## src/rtl/dmd_pkg.sv

```systemverilog
package dmd_pkg;

  // Default field widths of the packed frequency word.
  localparam int DEF_A_W = 4;
  localparam int DEF_M_W = 15;

  // Prescaler ratio encoding as seen on ratio_half / ratio_sel.
  typedef enum logic {
    PS_16_17 = 1'b0,
    PS_8_9   = 1'b1
  } ps_mode_e;

endpackage

```

## src/rtl/dmd_field_split.sv

```systemverilog
// Splits the packed frequency word into effective swallow / main counts.
module dmd_field_split
  import dmd_pkg::*;
#(
  parameter int A_W = DEF_A_W,
  parameter int M_W = DEF_M_W
) (
  input  logic [A_W+M_W-1:0] word_i,
  input  logic               mode_i,
  output logic [M_W-1:0]     m_eff_o,
  output logic [A_W-1:0]     a_eff_o
);

  localparam int W_W = A_W + M_W;

  logic [A_W-1:0] a_raw;
  logic [M_W-1:0] m_raw;
  logic [M_W-1:0] m_nz;
  logic [M_W-1:0] a_ext;

  always_comb begin
    if (ps_mode_e'(mode_i) == PS_8_9) begin
      // Narrow swallow field: main count shifts down by one bit.
      a_raw = {1'b0, word_i[A_W-2:0]};
      m_raw = word_i[W_W-2:A_W-1];
    end else begin
      a_raw = word_i[A_W-1:0];
      m_raw = word_i[W_W-1:A_W];
    end
    m_nz    = (m_raw == '0) ? M_W'(1) : m_raw;
    a_ext   = M_W'(a_raw);
    a_eff_o = (a_ext > m_nz) ? m_nz[A_W-1:0] : a_raw;
    m_eff_o = m_nz;
  end

endmodule

```

## src/rtl/dmd_cycle_count.sv

```systemverilog
// Main (M) down-counter: marks cycle boundaries and the terminal period.
module dmd_cycle_count #(
  parameter int M_W = 15
) (
  input  logic           clk,
  input  logic           rst_n,
  input  logic [M_W-1:0] m_eff_i,
  output logic           load_o,
  output logic [M_W-1:0] m_cnt_o,
  output logic           pulse_o,
  output logic           run_o
);

  logic           run_q;
  logic [M_W-1:0] m_cnt_q, m_cnt_d;
  logic           pulse_q, pulse_d;
  logic           load;

  always_comb begin
    load    = !run_q || (m_cnt_q == '0);
    m_cnt_d = load ? (m_eff_i - M_W'(1)) : (m_cnt_q - M_W'(1));
    pulse_d = (m_cnt_d == '0);
  end

  always_ff @(posedge clk or negedge rst_n) begin
    if (!rst_n) begin
      run_q   <= 1'b0;
      m_cnt_q <= '0;
      pulse_q <= 1'b0;
    end else begin
      run_q   <= 1'b1;
      m_cnt_q <= m_cnt_d;
      pulse_q <= pulse_d;
    end
  end

  assign load_o  = load;
  assign m_cnt_o = m_cnt_q;
  assign pulse_o = pulse_q;
  assign run_o   = run_q;

  // between boundaries the count steps down by exactly one
  p_count_down_r7: assert property (@(posedge clk) disable iff (!rst_n)
    (run_q && m_cnt_q != '0) |=> (m_cnt_q == $past(m_cnt_q) - M_W'(1)));

  // the pulse marks the terminal period and only that period
  p_pulse_term_r7: assert property (@(posedge clk) disable iff (!rst_n)
    run_q |-> (pulse_q == (m_cnt_q == '0)));

endmodule

```

## src/rtl/dmd_swallow.sv

```systemverilog
// Swallow (A) counter: holds the modulus line high for A periods per cycle.
module dmd_swallow #(
  parameter int A_W = 4
) (
  input  logic           clk,
  input  logic           rst_n,
  input  logic           load_i,
  input  logic [A_W-1:0] a_eff_i,
  output logic [A_W-1:0] a_cnt_o,
  output logic           mod_o
);

  logic [A_W-1:0] a_cnt_q, a_cnt_d;
  logic           mod_q, mod_d;

  always_comb begin
    if (load_i)
      a_cnt_d = a_eff_i;
    else if (a_cnt_q != '0)
      a_cnt_d = a_cnt_q - A_W'(1);
    else
      a_cnt_d = '0;
    mod_d = (a_cnt_d != '0);
  end

  always_ff @(posedge clk or negedge rst_n) begin
    if (!rst_n) begin
      a_cnt_q <= '0;
      mod_q   <= 1'b0;
    end else begin
      a_cnt_q <= a_cnt_d;
      mod_q   <= mod_d;
    end
  end

  assign a_cnt_o = a_cnt_q;
  assign mod_o   = mod_q;

  // the modulus line can only rise at the start of a cycle
  p_mod_rise_at_load_r4: assert property (@(posedge clk) disable iff (!rst_n)
    $rose(mod_q) |-> $past(load_i));

endmodule

```

## src/rtl/dual_mod_divider_ctrl.sv

```systemverilog
module dual_mod_divider_ctrl
  import dmd_pkg::*;
#(
  parameter int A_W = DEF_A_W,
  parameter int M_W = DEF_M_W
) (
  input  logic               pclk,
  input  logic               rst_n,
  input  logic [A_W+M_W-1:0] freq_word,
  input  logic               ratio_half,
  output logic               mod_ctrl,
  output logic               ratio_sel,
  output logic               div_pulse
);

  localparam int E_W = M_W + 1;

  logic [M_W-1:0] m_eff;
  logic [A_W-1:0] a_eff;
  logic           load;
  logic [M_W-1:0] m_cnt;
  logic [A_W-1:0] a_cnt;
  logic           run;
  logic           sel_q, sel_d;

  dmd_field_split #(.A_W(A_W), .M_W(M_W)) split_i (
    .word_i  (freq_word),
    .mode_i  (ratio_half),
    .m_eff_o (m_eff),
    .a_eff_o (a_eff)
  );

  dmd_cycle_count #(.M_W(M_W)) cyc_i (
    .clk     (pclk),
    .rst_n   (rst_n),
    .m_eff_i (m_eff),
    .load_o  (load),
    .m_cnt_o (m_cnt),
    .pulse_o (div_pulse),
    .run_o   (run)
  );

  dmd_swallow #(.A_W(A_W)) swl_i (
    .clk     (pclk),
    .rst_n   (rst_n),
    .load_i  (load),
    .a_eff_i (a_eff),
    .a_cnt_o (a_cnt),
    .mod_o   (mod_ctrl)
  );

  // Ratio select register, enabled only on a cycle boundary.
  always_comb begin
    sel_d = sel_q;
    if (load) sel_d = ratio_half;
  end

  always_ff @(posedge pclk or negedge rst_n) begin
    if (!rst_n) sel_q <= 1'b0;
    else        sel_q <= sel_d;
  end

  assign ratio_sel = sel_q;

  logic [E_W-1:0] a_wide, m_wide;
  assign a_wide = E_W'(a_cnt);
  assign m_wide = E_W'(m_cnt);

  // remaining swallow periods never exceed remaining cycle periods
  p_swallow_fits_r5: assert property (@(posedge pclk) disable iff (!rst_n)
    run |-> (a_wide <= m_wide + E_W'(1)));

  // applied ratio holds for the whole cycle
  p_sel_hold_r8: assert property (@(posedge pclk) disable iff (!rst_n)
    !$past(load) |-> $stable(sel_q));

endmodule

```

## config.mk

```make
export PLATFORM = sky130hd
export DESIGN_NAME = dual_mod_divider_ctrl
export DESIGN_NICKNAME = d
export VERILOG_FILES = /design/src/rtl/dmd_pkg.sv /design/src/rtl/dmd_field_split.sv /design/src/rtl/dmd_cycle_count.sv /design/src/rtl/dmd_swallow.sv /design/src/rtl/dual_mod_divider_ctrl.sv
export SDC_FILE = /design/constraint.sdc
export NUM_CORES = 1
export LEC_CHECK = 0
export ABC_CLOCK_PERIOD_IN_PS = 5450
export BUFFER_PORTS_ARGS = -buffer_cell sky130_fd_sc_hd__buf_4
export CAP_MARGIN = 10
export CORE_MARGIN = 2
export CORE_UTILIZATION = 55
export DETAILED_ROUTE_END_ITERATION = 10
export GPL_TIMING_DRIVEN = 0
export PLACE_DENSITY = 0.76
export SLEW_MARGIN = 20
export SYNTH_ARGS = -nofsm -noshare
export SYNTH_HDL_FRONTEND = slang
export SYNTH_SLANG_ARGS = --single-unit
```

## constraint.sdc

```tcl
create_clock -name pclk -period 5.45 [get_ports pclk]
set_input_delay 0 -clock pclk [delete_from_list [all_inputs] [get_ports pclk]]
set_output_delay 0 -clock pclk [all_outputs]
set_load 0.02 [all_outputs]
```

# Yosys cells after proc, flatten, opt, wreduce, memory -nomap -nowiden
# Cells that the tools add are included.
[word_totals]
ff_bits = 23
latchBits = 0
ramBits = 0
rom_bits = 0
inputBits = 22
out_inout_bits = 3
word_cells = 24
memories = 0
[classes]
n_addsub = 3
n_mul = 0
div_mod_pow = 0
n_lt_le_gt_ge = 1
eq_ne = 0
n_shift = 0
n_mux = 7
bitwise = 0
n_reduce_logical = 7
[ops]
columns = ["cell", "count"]
rows = [
  ["15-bit zero test", 3],
  ["15-bit two-way mux", 3],
  ["15-bit by 1-bit subtractor with 15-bit output, second input constant", 2],
  ["4-bit two-way mux", 4],
  ["4-bit by 15-bit > comparator with 1-bit output", 1],
  ["4-bit nonzero test", 2],
  ["4-bit by 1-bit subtractor with 4-bit output, second input constant", 1],
  ["1-bit zero test", 1],
  ["1-bit logical OR", 1],
]

# Longest topological paths before layout
# Gate-level depths: netlist of run 1.
[depth]
ltp_word = 7
depth_mapped = 17
depth_no_buf = 14

# Hierarchy
# A second synthesis of run 1 with hierarchy kept.
[unflattened]
cells_unflattened = 191
hier_area_um2 = 1883.1
[by_module_without_submodules]
columns = ["module", "instances", "cells_per_inst", "area_each_um2", "seq_area_each_um2"]
rows = [
  ["dmd_cycle_count", 1, 113, 1117.3, 425.4],
  ["dmd_field_split", 1, 49, 445.4, 0.0],
  ["dmd_swallow", 1, 27, 280.3, 125.1],
  ["dual_mod_divider_ctrl", 1, 2, 40.0, 25.0],
]

# Worst setup path before layout of run 1
# No wires, ideal clock.
[synth_path]
path_type = "register to register"
from = "reg cyc_i.m_cnt_q[3] (netlist: cyc_i.m_cnt_o[3])"
to = "reg cyc_i.pulse_q (netlist: cyc_i.pulse_o)"
setup_time_ns = 0.096
arrival_time_ns = 3.968
slack_ns = 1.387
path_stages_with_launch = 16
path_buffers = 2
period_less_slack_ns = 4.063
path_cell_list = "dfrtp_1 > or4_4 > o21ai_1 > clkbuf_1 > clkbuf_1 > nand2_1 > o21ai_0 > ha_1 > nand2b_1 > nor4_1 > xor2_1 > mux2i_1 > o211ai_1 > or3_1 > or4_1 > nor4_2"
[synth_via]
elab_chain_len = 4
word_cells_on_any_way = 5
classes_between = "add/sub (1); mux (1); reduce/logical (3)"
[synth_rtl]
columns = ["item", "line_no", "text"]
rows = [
  ["start, declared", "dmd_cycle_count.sv:15", "logic [M_W-1:0] m_cnt_q, m_cnt_d;"],
  ["start signal, assigned", "dmd_cycle_count.sv:32", "m_cnt_q <= m_cnt_d;"],
  ["parallel branches: the longest is 2 deep, another holds 15-bit by 1-bit subtractor with 15-bit output", "-", ""],
  ["15-bit two-way mux *", "dmd_cycle_count.sv:21", "m_cnt_d = load ? (m_eff_i - M_W'(1)) : (m_cnt_q - M_W'(1));"],
  ["net cyc_i.m_cnt_d[6]", "dmd_cycle_count.sv:15", ""],
  ["15-bit zero test *", "dmd_cycle_count.sv:22", "pulse_d = (m_cnt_d == '0);"],
  ["net cyc_i.pulse_d", "dmd_cycle_count.sv:16", "logic pulse_q, pulse_d;"],
  ["end signal, assigned", "dmd_cycle_count.sv:33", "pulse_q <= pulse_d;"],
  ["end, declared", "dmd_cycle_count.sv:16", ""],
]
# Mark *: on every way through the listed nets, which the timed path passes.
# A chain may end at the register's enable or synchronous reset.

# Worst setup path after layout of run 1
[layout_path]
from = "reg cyc_i.m_cnt_q[1] (netlist: cyc_i.m_cnt_o[1])"
to = "reg cyc_i.pulse_q (netlist: cyc_i.pulse_o)"
# The elaborated chain is that of the path after synthesis.

==> qor.csv, run 1 <==
stage,metric,value,unit
clock_network,Clock transition at path regs,0.13,ns
run,Max-Cap Viols,0,
worst_setup_path,Worst setup EP type,flop,
cells_and_area,ant diodes,0,
synth,Mapped Area,0.00193,mm²
synth,ys async rst share,100,%
clock_network,"Clk Latency, worst-skew pair",0.32,ns
worst_hold_path,type of the most critical hold path,in -> reg,
global_routing,first-pass GRT wire length,7.60,mm
detailed_routing,via count,1799,
cells_and_area,"commonest non-fill, non-tap cell in the layout",nand2_1,
worst_setup_path,CP Data Required Time,5.69,ns
clock_network,CTS sink cnt,23,
clock_network,CTS tree,done,
timing,setup TNS,0,ns
timing,endpoints failing setup,0,
global_routing,initial antenna violation count,0,
worst_setup_path,Worst setup SP type,flop,
cells_and_area,share of cells above drive strength 1,12.2,%
clock_network,Max clock buf depth,2,
clock_network,CTS root buf,clkbuf_4,
timing,Fin Clk Skew,0.00445,ns
global_routing,GRT Total Usage,23.9,%
die,Die ar.,0.00399,mm²
clock_network,post-CTS setup buffer count,0,
pwr,Lkg Pwr,0.918,nW
cells_and_area,"Cell Count, Final, Fillers Out",309,
synth,synth warn,0,
synth,"FF+latch count, synth",23,
place,placer congestion estimate,0.845,
synth,sequential fraction of the synthesis area,29.9,%
die,die width,63.2,µm
detailed_routing,DR iter-0 viols,109,
detailed_routing,drt drc,0,
clock_network,CTS buffer count,3,
timing,post-layout minimum cycle time,4.90,ns
detailed_routing,Detailed Route WL,4.50,mm
synth,post-synthesis average cell area,8.10,µm²
place,port bufs,20,
global_routing,largest net degree at the start of global routing,24,
global_routing,vias in the first global route,1662,
synth,Post-Syn Nets,266,
cells_and_area,fin nets,292,
timing,Fmax,204,MHz
die,Initial Utilization,57.3,%
detailed_routing,Pre-antenna DRT Iters,4,
clock_network,hold_buf cts,1,
synth,top_reg_cell synth,dfrtp_1,
cells_and_area,most frequent cells in the layout,"nand2_1 (25), dfrtp_1 (23), o21ai_0 (22)",
worst_setup_path,critical path type,reg -> reg,
detailed_routing,mean routed wirelength per cell,14.5,µm
clock_network,post-CTS resize count,0,
global_routing,GR Overflow Total,0,
worst_setup_path,"setup slack, reg-to-reg",0.55,ns
timing,"Worst Setup Slack, final",0.548,ns
worst_setup_path,WP data arrival,5.15,ns
worst_setup_path,CP max FO,10,
detailed_routing,Vias per Instance,5.82,
timing,worst-margin pin slew,0.727,ns
die,row cnt,21,
place,post-placement setup slack,0.602,ns
timing,Final Max Tran Viols,0,
timing,max_slew headroom,51.1,%
die,Core ar.,0.00336,mm²
synth,Cell variety after synth,47,
die,Boundary Pins,25,
detailed_routing,Routed Antenna Nets,0,
timing,Tcrit/Tclk final,89.9,%
timing,RSZ-0062 raised after global routing,no,
pwr,Power Density,209,mW/mm²
cells_and_area,area grow syn2layout,12.7,%
synth,Post-synth EDFFs,0,
die,Die H,63.2,µm
clock_network,depth of the CTS H-tree,1,
timing,Final Hold Viols,0,
synth,Post-Syn Instances,238,
place,HPWL after DPL,3.51,mm
place,Post-Place Cells,304,
pwr,Worst VDD drop,0.104,mV
outcome,status,finished clean,
## final timing paths
kind                                                 start  cells past startpoint                    endpoint
worst min register to register       ratio_sel$_DFFE_PN0N_                      2       ratio_sel$_DFFE_PN0N_
worst max-delay path            cyc_i.m_cnt_o[1]$_DFF_PN0_                     16     cyc_i.pulse_o$_DFF_PN0_
worst max register to register  cyc_i.m_cnt_o[1]$_DFF_PN0_                     16     cyc_i.pulse_o$_DFF_PN0_
worst min-delay path                          freq_word[0]                      3  swl_i.a_cnt_o[0]$_DFF_PN0_
max in group asynchronous                            rst_n                      2  cyc_i.m_cnt_o[0]$_DFF_PN0_
min in group asynchronous                            rst_n                      2  cyc_i.m_cnt_o[7]$_DFF_PN0_
## where the power goes
part | internal [mW] | switching, mW | total [mW]
Clock | 0.0276 | 0.0551 | 0.0826
Sequential | 0.195 | 0.0270 | 0.222
Combinational | 0.0649 | 0.0843 | 0.149
Total | 0.288 | 0.166 | 0.454
## synthesized netlist by cell type (all sizes together) (2+ instances only)
library cell,number,area [µm²]
a21oi,9,45.0
a22oi,2,15.0
buf,4,25.0
clkbuf,8,30.0
dfrtp,23,576
ha,6,75.1
inv,10,37.5
mux2i,14,140
nand2,26,100
nand2b,4,25.0
nand3,10,50.1
nor2,14,52.6
nor2b,6,37.5
nor3,14,70.1
nor4,8,56.3
nor4b,2,17.5
o211ai,3,22.5
o21a,5,37.5
o21ai,23,115
or3,5,31.3
or4,4,33.8
xnor2,5,43.8
xor2,15,131
## state kept, by name (all words and copies together) (netlist names)
signal         cells
cyc_i.run_o        1
cyc_i.m_cnt_o     15
cyc_i.pulse_o      1
ratio_sel          1
swl_i.mod_o        1
swl_i.a_cnt_o      4
## critical path, stage by stage (launching register included)
cell and delay, ns:
dfrtp_1 0.41, nor3_1 0.52, nand3_1 0.24, o21ai_1 0.46, clkbuf_1 0.45, clkbuf_1 0.39, nand2_1 0.08, o21ai_0 0.13
ha_1 0.26, nand2b_1 0.17, nor4_1 0.26, xor2_1 0.11, mux2i_1 0.17, o211ai_1 0.11, or3_1 0.41, or4_1 0.44
nor4_2 0.22
## layout make-up
class / count / area [µm²]
fill: 310 / 1190
sequential: 23 / 576
buffer: 12 / 55.1
inverter: 10 / 37.5
timing repair buffer: 21 / 160
clock buffer: 3 / 22.5
tap: 46 / 57.6
multi-input combinational: 193 / 1260
clock inverter: 1 / 5.00
## per-stage QoR
step	area (µm²)	power [mW]	hold slack [ns]	util, %
2_1_floorplan	1930	0.324	-0.296	-
3_3_place_gp	2130	0.369	-0.0956	63.5
3_5_place_dp	2130	0.372	-0.0911	63.5
4_1_cts	2170	0.451	0.0221	64.6
5_1_grt	2170	0.483	0.0544	64.6
6_report	2170	0.454	0.0266	64.6
## metal layers
metal,global-route usage [%],vias up,wire (µm)
li1,-,907,-
met1,33.4,820,2130
met2,38.8,63,1990
met3,1.61,9,260
met4,9.51,0,116
met5,0,-,0
## cell families (layout without fill, tap and decap cells)
kind of cell | Yosys count | in the layout | synth area share [%]
AOI/OAI and AO/OA | 54 | 54 | 18.2
xor gates and xnor gates | 20 | 20 | 9.09
adders and majority gates | 6 | 6 | 3.90
buffers and inverters | 22 | 47 | 4.81
DFF | 23 | 23 | 29.9
muxes | 15 | 15 | 7.86
other | 1 | 1 | 0.195
and+or+nand+nor | 97 | 97 | 26.1
Power figures use the tool's default switching activity.
==> inputs of run 2 (changes only) <==
--- a/config.mk
+++ b/config.mk
@@ -8,7 +8,6 @@
 export ABC_CLOCK_PERIOD_IN_PS = 5450
 export BUFFER_PORTS_ARGS = -buffer_cell sky130_fd_sc_hd__buf_4
 export CAP_MARGIN = 10
-export CORE_MARGIN = 2
 export CORE_UTILIZATION = 55
 export DETAILED_ROUTE_END_ITERATION = 10
 export GPL_TIMING_DRIVEN = 0
==> run 2 against run 1 <==
  * Worst setup slack worse by 0.10 ns
  * Die area decreased by 6.2%
  * Register-to-register slack worse by 0.10 ns
  * Global-route usage increased by 3.6 points
  * Fmax decreased by 2.0%
  * Count of clock-buffer cells in the layout stayed put
  * Largest power group unchanged
==> qor.csv, run 2 (synthesized netlist as in run 1, its figures left out) <==
stage,metric,value,unit
outcome,status,finished clean,
worst_setup_path,RR Endpoint,cyc_i.pulse_o$_DFF_PN0_,
run,Max-Cap Viols,0,
detailed_routing,Routed Antenna Nets,0,
clock_network,"Clk Latency, worst-skew pair",0.33,ns
die,die width,61.2,µm
global_routing,GRT Total Usage,27.5,%
detailed_routing,Vias per Instance,5.95,
detailed_routing,DR iter-0 viols,150,
cells_and_area,"final std cell area, no fill",0.00218,mm²
pwr,Reg power frac,48.4,%
detailed_routing,drt drc,0,
worst_setup_path,FF-to-FF path depth,16,
pwr,Lkg Pwr,0.919,nW
pwr,Net Switching,0.170,mW
worst_hold_path,hold-critical path depth,3,
detailed_routing,mean routed wirelength per cell,15.1,µm
worst_hold_path,type of the most critical hold path,in -> reg,
detailed_routing,met3 WL,228,µm
pwr,Net Sw Frac,37.1,%
cells_and_area,"commonest non-fill, non-tap cell in the layout",nand2_1,
global_routing,initial antenna violation count,0,
worst_setup_path,CP max FO,10,
die,Boundary Pins,25,
global_routing,vias in the first global route,1653,
worst_setup_path,reg2reg start,cyc_i.m_cnt_o[13]$_DFF_PN0_,
detailed_routing,met2 WL post-DR,2.26,mm
clock_network,depth of the CTS H-tree,1,
global_routing,GR Overflow Total,0,
detailed_routing,Pre-antenna DRT Iters,6,
clock_network,CTS tree,done,
timing,Fmax,200,MHz
timing,worst-margin pin slew,0.765,ns
worst_setup_path,Worst path slowest cell,o21ai_1,
detailed_routing,Metal-1 WL,2.07,mm
worst_hold_path,Hold Path Origin,freq_word[1],
place,DP Area,0.00213,mm²
worst_setup_path,Worst Path Buf+Inv,2,
timing,endpoints failing setup,0,
cells_and_area,fin nets,292,
timing,Final Hold Viols,0,
global_routing,first-pass GRT wire length,7.47,mm
die,row cnt,21,
worst_setup_path,Worst setup EP type,flop,
worst_hold_path,Hold Path End,swl_i.a_cnt_o[1]$_DFF_PN0_,
cells_and_area,max reg flops,15,
worst_setup_path,"setup slack, reg-to-reg",0.45,ns
detailed_routing,via count,1838,
clock_network,CTS buffer count,3,
worst_setup_path,CP Cell Sequence,nor4_1 > nand3_1 > o21ai_1 > clkbuf_1 > clkbuf_1 > nand2_1 > o21ai_0 > ha_1 > nand2b_1 > nor4_1 > xor2_1 > mux2i_1 > o211ai_1 > or3_1 > or4_1 > nor4_2,
timing,Final Max Tran Viols,0,
place,HPWL after DPL,3.72,mm
timing,Tcrit/Tclk final,91.8,%
cells_and_area,ant diodes,0,
detailed_routing,Detailed Route WL,4.68,mm
clock_network,post-CTS setup buffer count,0,
detailed_routing,uppermost routed layer,met4,
cells_and_area,share of cells above drive strength 1,12.5,%
worst_setup_path,Worst setup SP type,flop,
clock_network,CTS root buf,clkbuf_4,
pwr,Comb power frac,33.1,%
worst_setup_path,delay of the slowest cell on the worst path,0.53,ns
worst_setup_path,CP Data Required Time,5.71,ns
pwr,Power Density,211,mW/mm²
worst_setup_path,"delay-heaviest family, CP",simple AND/OR/NAND/NOR gates,
die,Die ar.,0.00374,mm²
place,placer congestion estimate,0.898,
timing,setup TNS,0,ns
pwr,Power Internal,0.288,mW
timing,post-layout minimum cycle time,5.00,ns
cells_and_area,most frequent cells in the layout,"nand2_1 (25), dfrtp_1 (23), o21ai_0 (22)",
place,port bufs,20,
worst_setup_path,WP data arrival,5.26,ns
clock_network,Clock transition at path regs,0.14,ns
timing,worst hold margin,0.0232,ns
die,Initial Utilization,57.7,%
global_routing,largest net degree at the start of global routing,24,
pwr,clock power share,18.4,%
die,Core ar.,0.00334,mm²
worst_setup_path,critical path type,reg -> reg,
timing,RSZ-0062 raised after global routing,no,
clock_network,CTS sink cnt,23,
clock_network,Max clock buf depth,2,
die,Die H,61.2,µm
timing,max_slew headroom,48.5,%
timing,Fin Clk Skew,0.0116,ns
pwr,Worst VDD drop,0.103,mV
cells_and_area,area grow syn2layout,13.0,%
==> run 2: cell counts in the layout (fill, tap and decap cells not counted) <==
No cell type changed its count.
==> run 2: layer usage <==
layer  vias to the layer above  global-route usage (%)
met5                         -                       0
met4                         0                    12.7
met3                        12                    3.15
met2                        59                    44.9
met1                       863                    36.4
li1                        904                       -
==> run 2: final cells by class <==
type                    instances  area, µm²
plain buffers                  12       55.1
clock buffers                   3       22.5
clock inverters                 1       5.00
fillers                       297       1160
inverters                      10       37.5
multi-input cells             193       1260
flip-flops and latches         23        576
well taps                      46       57.6
repair buffers                 21        160
==> run 2: worst register-to-register path: stages, from the launching register on <==
cell      delay [ns]
dfrtp_1         0.43
nor4_1          0.46
nand3_1         0.24
o21ai_1         0.53
clkbuf_1        0.51
clkbuf_1        0.41
nand2_1         0.08
o21ai_0         0.13
ha_1            0.26
nand2b_1        0.14
nor4_1          0.27
xor2_1          0.12
mux2i_1         0.15
o211ai_1        0.11
or3_1           0.39
or4_1           0.47
nor4_2          0.23
==> run 2: worst max path at each step <==
stage                                     start                 endpoint  slack [ns]  cells after the start
floorplan            cyc_i.m_cnt_o[3]$_DFF_PN0_  cyc_i.pulse_o$_DFF_PN0_        1.39                     15
global placement     cyc_i.m_cnt_o[1]$_DFF_PN0_  cyc_i.pulse_o$_DFF_PN0_        0.51                     16
detailed placement   cyc_i.m_cnt_o[1]$_DFF_PN0_  cyc_i.pulse_o$_DFF_PN0_        0.45                     16
CTS                  cyc_i.m_cnt_o[1]$_DFF_PN0_  cyc_i.pulse_o$_DFF_PN0_        0.40                     16
global route        cyc_i.m_cnt_o[14]$_DFF_PN0_  cyc_i.pulse_o$_DFF_PN0_        0.09                     16
finish              cyc_i.m_cnt_o[13]$_DFF_PN0_  cyc_i.pulse_o$_DFF_PN0_        0.45                     16
==> run 2: repair_timing <==
item                       in CTS  in global routing
hold buffers                    1                  0
hold endpoints to repair       23                  0
setup endpoints to repair       0                  1
gates resized for setup         0                  1
==> run 2: stage by stage <==
| step | setup slack, ns | total power, mW | instances | util, % |
|---|---|---|---|---|
| 3_3_place_gp | 0.507 | 0.372 | 304 | 64.0 |
| 3_5_place_dp | 0.446 | 0.374 | 304 | 64.0 |
| 5_1_grt | 0.0921 | 0.492 | 309 | 65.2 |
| 2_1_floorplan | 1.39 | 0.324 | 238 | - |
| 6_report | 0.448 | 0.458 | 309 | 65.2 |
| 4_1_cts | 0.403 | 0.458 | 309 | 65.1 |
==> run 2: power by group through the flow <==
stage                     combinational [mW]  sequential (mW)  clock (mW)
after floorplan                        0.104            0.220           0
after global placement                 0.148            0.224           0
after detailed placement               0.149            0.225           0
after CTS                              0.151            0.221      0.0860
after global routing                   0.170            0.226      0.0959
final                                  0.152            0.222      0.0845
